[src/rtl/priv_trap_unit.sv]
module priv_trap_unit #(
  parameter int AW = 64,
  parameter int RW = 5
) (
  input  logic          clk,
  input  logic          rst_n,
  input  logic [3:0]    ev_code,
  input  logic [AW-1:0] cur_pc,
  input  logic [AW-1:0] pal_base,
  input  logic          ret_req,
  input  logic          ea_wr_en,
  input  logic [AW-1:0] ea_wr_data,
  input  logic [RW-1:0] reg_idx,
  output logic          redir_o,
  output logic [AW-1:0] new_pc_o,
  output logic [AW-1:0] next_pc_o,
  output logic          ret_o,
  output logic [AW-1:0] exc_addr_o,
  output logic          shadow_o,
  output logic          reg_alt_o,
  output logic          ret_fault_o,
  output logic          swap_err_o,
  output logic          irq_recheck_o
);
  localparam logic [3:0] EV_INTR = 4'd4;
  localparam logic [3:0] EV_CALL = 4'd15;

  function automatic logic [15:0] vec_off(input logic [3:0] c);
    case (c)
      4'd1:        vec_off = 16'h0001;
      4'd2:        vec_off = 16'h0401;
      4'd3:        vec_off = 16'h0501;
      4'd4:        vec_off = 16'h0101;
      4'd5:        vec_off = 16'h0201;
      4'd6:        vec_off = 16'h0281;
      4'd7:        vec_off = 16'h0301;
      4'd8, 4'd9:  vec_off = 16'h0381;
      4'd10, 4'd11: vec_off = 16'h0181;
      4'd12:       vec_off = 16'h0081;
      4'd13:       vec_off = 16'h0481;
      4'd14:       vec_off = 16'h0581;
      4'd15:       vec_off = 16'h2001;
      default:     vec_off = 16'h0000;
    endcase
  endfunction

  logic          boot_q;
  logic          priv;
  logic [AW-1:0] tgt;

  assign priv = cur_pc[0];
  assign tgt  = pal_base + {{(AW-16){1'b0}}, vec_off(ev_code)};
  assign reg_alt_o = shadow_o &&
                     (((reg_idx >= RW'(8)) && (reg_idx <= RW'(14))) || (reg_idx == RW'(25)));

  always_ff @(posedge clk) begin
    if (!rst_n) begin
      boot_q        <= 1'b1;
      shadow_o      <= 1'b1;
      exc_addr_o    <= '0;
      new_pc_o      <= '0;
      next_pc_o     <= '0;
      redir_o       <= 1'b0;
      ret_o         <= 1'b0;
      ret_fault_o   <= 1'b0;
      swap_err_o    <= 1'b0;
      irq_recheck_o <= 1'b0;
    end else begin
      redir_o       <= 1'b0;
      ret_o         <= 1'b0;
      ret_fault_o   <= 1'b0;
      swap_err_o    <= 1'b0;
      irq_recheck_o <= 1'b0;
      if (boot_q) begin
        boot_q    <= 1'b0;
        redir_o   <= 1'b1;
        new_pc_o  <= pal_base + AW'(1);
        next_pc_o <= pal_base + AW'(5);
      end else if (ev_code != 4'd0) begin
        redir_o   <= 1'b1;
        new_pc_o  <= tgt;
        next_pc_o <= tgt + AW'(4);
        if (!(ev_code == EV_INTR && priv))
          exc_addr_o <= cur_pc + ((ev_code == EV_CALL) ? AW'(4) : AW'(0));
        if (!priv) begin
          if (shadow_o) swap_err_o <= 1'b1;
          else          shadow_o   <= 1'b1;
        end
      end else if (ret_req) begin
        if (!priv) begin
          ret_fault_o <= 1'b1;
        end else begin
          ret_o     <= 1'b1;
          next_pc_o <= exc_addr_o;
          if (!exc_addr_o[0]) begin
            irq_recheck_o <= 1'b1;
            if (!shadow_o) swap_err_o <= 1'b1;
            else           shadow_o   <= 1'b0;
          end
        end
      end else if (ea_wr_en) begin
        exc_addr_o <= ea_wr_data & ~AW'(2);
      end
    end
  end
endmodule

[config.mk]
export PLATFORM = sky130hd
export DESIGN_NAME = priv_trap_unit
export DESIGN_NICKNAME = d
export VERILOG_FILES = /design/src/rtl/priv_trap_unit.sv
export SDC_FILE = /design/constraint.sdc
export NUM_CORES = 1
export LEC_CHECK = 0
export BUFFER_PORTS_ARGS = -buffer_cell sky130_fd_sc_hd__buf_2
export CAP_MARGIN = 40
export CORE_ASPECT_RATIO = 1.75
export CORE_MARGIN = 5
export CORE_UTILIZATION = 40
export DETAILED_ROUTE_END_ITERATION = 10
export GPL_TIMING_DRIVEN = 0
export PLACE_DENSITY = 0.62
export SYNTH_ARGS = -nofsm -noshare
export SYNTH_HDL_FRONTEND = slang
export SYNTH_SLANG_ARGS = --single-unit
[constraint.sdc]
create_clock -name clk -period 6.9 [get_ports clk]
set_input_delay 1.38 -clock clk [delete_from_list [all_inputs] [get_ports clk]]
set_output_delay 1.38 -clock clk [all_outputs]
set_load 0.02 [all_outputs]
==> metrics.log <==
[metrics] fraction of layout instances using a drive strength above 1: 20.1%
[metrics] Post-Syn Nets: approximately 2500
[metrics] residual antenna-violating net count after detailed routing: 0
[metrics] worst path bufs/invs: 8
[metrics] Crit. Startpoint: ev_code[1]
[metrics] Post-Synthesis Cells: approximately 2300
[metrics] GRT Util Overall: between 40% and 50%
[metrics] hold buffer count at CTS: 0
[metrics] share of flip-flops with an asynchronous set or reset: 0%
[metrics] clock root cell: sky130_fd_sc_hd__clkbuf_16
[metrics] unique cell type count in the Yosys netlist: 80
[metrics] area used by sequential logic in the layout: about 4000 um2
[metrics] worst hold path type: flop to flop
[metrics] CTS tree: built
[metrics] Netlist Area Pre-Place: between 15000 and 20000 um2
[metrics] Final Routed Wirelength: 97800 um
[metrics] Final Max Tran Viols: 0
[metrics] R2R Path End: next_pc_o[5]$_SDFFE_PN0P_
[metrics] Worst Setup End Kind: flop
[metrics] Largest stage delay, worst path: approximately 620 ps
[metrics] cell-by-cell listing of the critical path: buf_2 > inv_1 > ha_1 > nor2b_4 > nor2b_1 > clkbuf_4 > clkinvlp_4 > buf_2 > buf_4 > ha_1 > ha_2 > and3_1 > buf_2 > and3_1 > a211oi_4 > nand4_1 > or2_1 > buf_2 > or4_1 > or3_4 > nor3_1 > xor2_1 > o21ai_0
[metrics] number of levels in the clock H-tree: 4
[metrics] data arrival time of the critical path: 7150 ps
[metrics] path type of the worst setup path: input pin to flop
[metrics] final hold viol count: 0
[metrics] pin count of the biggest net entering global routing: 21
[metrics] Max Fanout on Critical Path: 10
[metrics] transition at the pin with the smallest max-transition slack: 1000 ps
[metrics] sequential area share after synthesis: 24.7%
[metrics] worst hold start: exc_addr_o[53]$_SDFFE_PN0P_
[metrics] number of buffers inserted during clock tree synthesis: 17
[metrics] average footprint of a synthesized cell: 7.04 um2
[metrics] starting density of the core: 40.4%
[metrics] Main synth FF type: sky130_fd_sc_hd__dfxtp_1
[metrics] clock slew seen by the registers of the worst setup and hold paths: 90 ps
[metrics] final period demand of the worst path: 6800 ps
[metrics] static power due to leakage: between 7 and 8 nW
[metrics] number of endpoints failing setup at the final stage: 0
[metrics] number of cells on the worst reg-to-reg path: 5
[metrics] WL/cell: 30.2 um
[metrics] chip height: roughly 280 um
[metrics] Placeable Area: 39900 um2
[metrics] Worst Hold Margin: approximately 500 ps
[metrics] total number of placement rows: just under 100
[metrics] highest clock frequency the design can meet: around 150 MHz
[metrics] beginning of the worst register-to-register path: boot_q$_DFF_P_
[metrics] worst-case clock buffer depth: 2
[metrics] post-placement cell count: around 3200
[metrics] source-to-sink clock delay at the later pin of the worst-skew pair: about 480 ps
[metrics] number of nets at the end of the flow: ~3000
[metrics] max-cap check violation count: 0
[metrics] detailed-route DRC error count: 0
[metrics] CP dominant cell by count: sky130_fd_sc_hd__buf_2
[metrics] setup slack on the worst flop-to-flop path: ~3900 ps
[metrics] first-pass GRT wire length: between 100000 and 150000 um
[metrics] status: finished, final reports clean
[metrics] vias per inst: between 6 and 7
[metrics] Die Wd: 162 um
[metrics] io pins: roughly 400
[metrics] Cell Pwr Density: around 170 nW/um2
[metrics] number of sinks on the clock net: about 200
[metrics] period utilisation layout: 98.6%
[metrics] Core Util, Final: 49.6%
[metrics] number of inserted filler cells in the final layout: roughly 4300
[metrics] drt first pass iters: 5
[metrics] area of the multi-input gates: around 11000 um2
[metrics] instance count along the most critical hold path: 2
[metrics] cell family with most CP delay: simple AND/OR/NAND/NOR gates
[metrics] normalized max-slew margin: between 30% and 40%
[metrics] placer's final routability congestion estimate: about 1.1
[metrics] number of enable-type register cells in the synthesized netlist: 0
[metrics] hpwl dp: 80100 um
[metrics] flop and latch count out of synthesis: a little under 200
[metrics] GRT overflow: 0
[metrics] TNS Setup: 0 ps
[metrics] warning count from the yosys run: 0
[metrics] Cell Count, Final, Fillers Out: approximately 3200
[metrics] Crit-path slowest cell: sky130_fd_sc_hd__or4_1
[metrics] worst-case hold path end point: exc_addr_o[53]$_SDFFE_PN0P_
[metrics] layout overhead on the synthesized area: 22.7%
[metrics] violation count after the first detailed-routing iteration: 2166
[metrics] antenna violations before repair: 6
[metrics] Die Area: 44600 um2
[metrics] maximum vdd ir drop: between 100 and 150 uV
[metrics] number of global-route vias before repair: ~20000
[metrics] critical path required time: around 7300 ps
[metrics] Clock Skews: about 9.2 ps
[metrics] via count of the routed design: ~21000
[metrics] startpoint class of the critical path: input pin
[metrics] number of input and output port buffers inserted: around 370
==> power breakdown <==
part	internal [W]	leakage, nW	switching (W)
Clock	0.000523	0.297	0.000566
Combinational	0.000316	5.76	0.000678
Sequential	0.00123	1.65	0.0000767
Total	0.00207	7.71	0.00132
==> synth_stat cells, types with 30 or more instances <==
master                     count  area (um2)
sky130_fd_sc_hd__clkbuf_1    145         544
sky130_fd_sc_hd__a21oi_1     144         721
sky130_fd_sc_hd__nor4_1       30         188
sky130_fd_sc_hd__o21ai_0     130         651
sky130_fd_sc_hd__nand3_1     128         641
sky130_fd_sc_hd__xor2_1      127        1110
sky130_fd_sc_hd__nor2_1      342        1280
sky130_fd_sc_hd__nand2_1     188         706
sky130_fd_sc_hd__a211oi_1    111         833
sky130_fd_sc_hd__and3_1       35         219
sky130_fd_sc_hd__nor3_1       80         400
sky130_fd_sc_hd__a31oi_1      33         206
sky130_fd_sc_hd__xnor2_1     142        1240
sky130_fd_sc_hd__nand4_1      62         388
sky130_fd_sc_hd__dfxtp_1     199        3980
sky130_fd_sc_hd__buf_2        31         155
==> tightest hold or removal path: cells and delay by family, from the launching register on <==
kind            cells  cell delay, ps
simple gates        1              50
flops               1             330
compound gates      1              60
==> state kept, by name (all words and copies together) (netlist names) <==
signal         count
exc_addr_o        64
new_pc_o          64
next_pc_o         64
boot_q             1
irq_recheck_o      1
redir_o            1
ret_fault_o        1
ret_o              1
shadow_o           1
swap_err_o         1
==> repair_timing <==
item                                   CTS  global route
cloned                                   0             0
pin swaps                                5             3
setup endpoints to repair               61            28
setup buffers                            9             4
gates resized for setup                 15            14
endpoints found under the hold margin    0             0
==> through the flow <==
stage / worst slack [ps] / power (W) / area (um2)
after detailed placement: -2080 / 0.00228 / 19000
final: 97.7 / 0.00339 / 19800
after floorplan: 496 / 0.00185 / 16100
after CTS: 1.84 / 0.00335 / 19700
after global routing: -4.50 / 0.00348 / 19800
after global placement: -2130 / 0.00226 / 18600
==> cells by family (layout without fill, tap and decap cells) <==
family	after synthesis	after routing	synth area share, %
xor+xnor	269	269	14.6
flops	199	199	24.7
compound gates	573	573	22.8
mux	6	6	0.380
other cells	0	6	0
buf+inv	218	667	5.46
fa+ha+maj	14	14	1.09
simple gates	1012	1012	30.9
==> how the worst max path moves through the flow <==
stage | end | slack [ps] | depth (start not counted)
after floorplan | next_pc_o[43]$_SDFFE_PN0P_ | 500 | 24
after global placement | next_pc_o[36]$_SDFFE_PN0P_ | -2130 | 23
after detailed placement | next_pc_o[55]$_SDFFE_PN0P_ | -2080 | 23
after CTS | next_pc_o[36]$_SDFFE_PN0P_ | 2 | 23
after global routing | next_pc_o[55]$_SDFFE_PN0P_ | -5 | 25
final | next_pc_o[36]$_SDFFE_PN0P_ | 100 | 23
==> per-layer routing <==
| layer | part of all wire (%) | global-route usage [%] | up-vias |
|---|---|---|---|
| li1 | - | - | 9134 |
| met1 | 34 | 45.1 | 9719 |
| met2 | 47 | 70.5 | 1435 |
| met3 | 9.3 | 8.92 | 432 |
| met4 | 9.7 | 32.9 | 2 |
| met5 | 0.013 | 0 | - |
==> layout by cell type, fill, tap and decap left out, types with 17 or more instances in the layout <==
| cell | synthesis | routed |
|---|---|---|
| sky130_fd_sc_hd__or3_1 | 23 | 22 |
| sky130_fd_sc_hd__o211ai_1 | 22 | 22 |
| sky130_fd_sc_hd__xor2_1 | 127 | 127 |
| sky130_fd_sc_hd__a211oi_1 | 111 | 111 |
| sky130_fd_sc_hd__nand4_1 | 62 | 62 |
| sky130_fd_sc_hd__nand2_1 | 188 | 188 |
| sky130_fd_sc_hd__nor3_1 | 80 | 79 |
| sky130_fd_sc_hd__and4_1 | 23 | 23 |
| sky130_fd_sc_hd__nand3_1 | 128 | 127 |
| sky130_fd_sc_hd__nor4_1 | 30 | 29 |
| sky130_fd_sc_hd__buf_2 | 31 | 410 |
| sky130_fd_sc_hd__clkbuf_1 | 145 | 143 |
| sky130_fd_sc_hd__buf_4 | 4 | 23 |
| sky130_fd_sc_hd__xnor2_1 | 142 | 138 |
| sky130_fd_sc_hd__and3_1 | 35 | 35 |
| sky130_fd_sc_hd__a31oi_1 | 33 | 33 |
| sky130_fd_sc_hd__a21oi_1 | 144 | 143 |
| sky130_fd_sc_hd__and2_1 | 23 | 23 |
| sky130_fd_sc_hd__inv_1 | 21 | 20 |
| sky130_fd_sc_hd__o21ai_0 | 130 | 130 |
| sky130_fd_sc_hd__nor2_1 | 342 | 342 |
| sky130_fd_sc_hd__dfxtp_1 | 199 | 199 |
| sky130_fd_sc_hd__clkbuf_16 | 0 | 17 |
==> cell type report <==
type / instances / area share (%)
Clock buffer: 18 / 2.17
Buffer: 194 / 4.04
Timing Repair Buffer: 418 / 11.7
Antenna cell: 6 / 0.0758
Clock inverter: 14 / 0.897
Multi-Input combinational cell: 1874 / 57.5
Tap cell: 495 / 3.13
Sequential cell: 199 / 20.1
Inverter: 23 / 0.455
No activity file was read; power rests on OpenSTA's default activity.
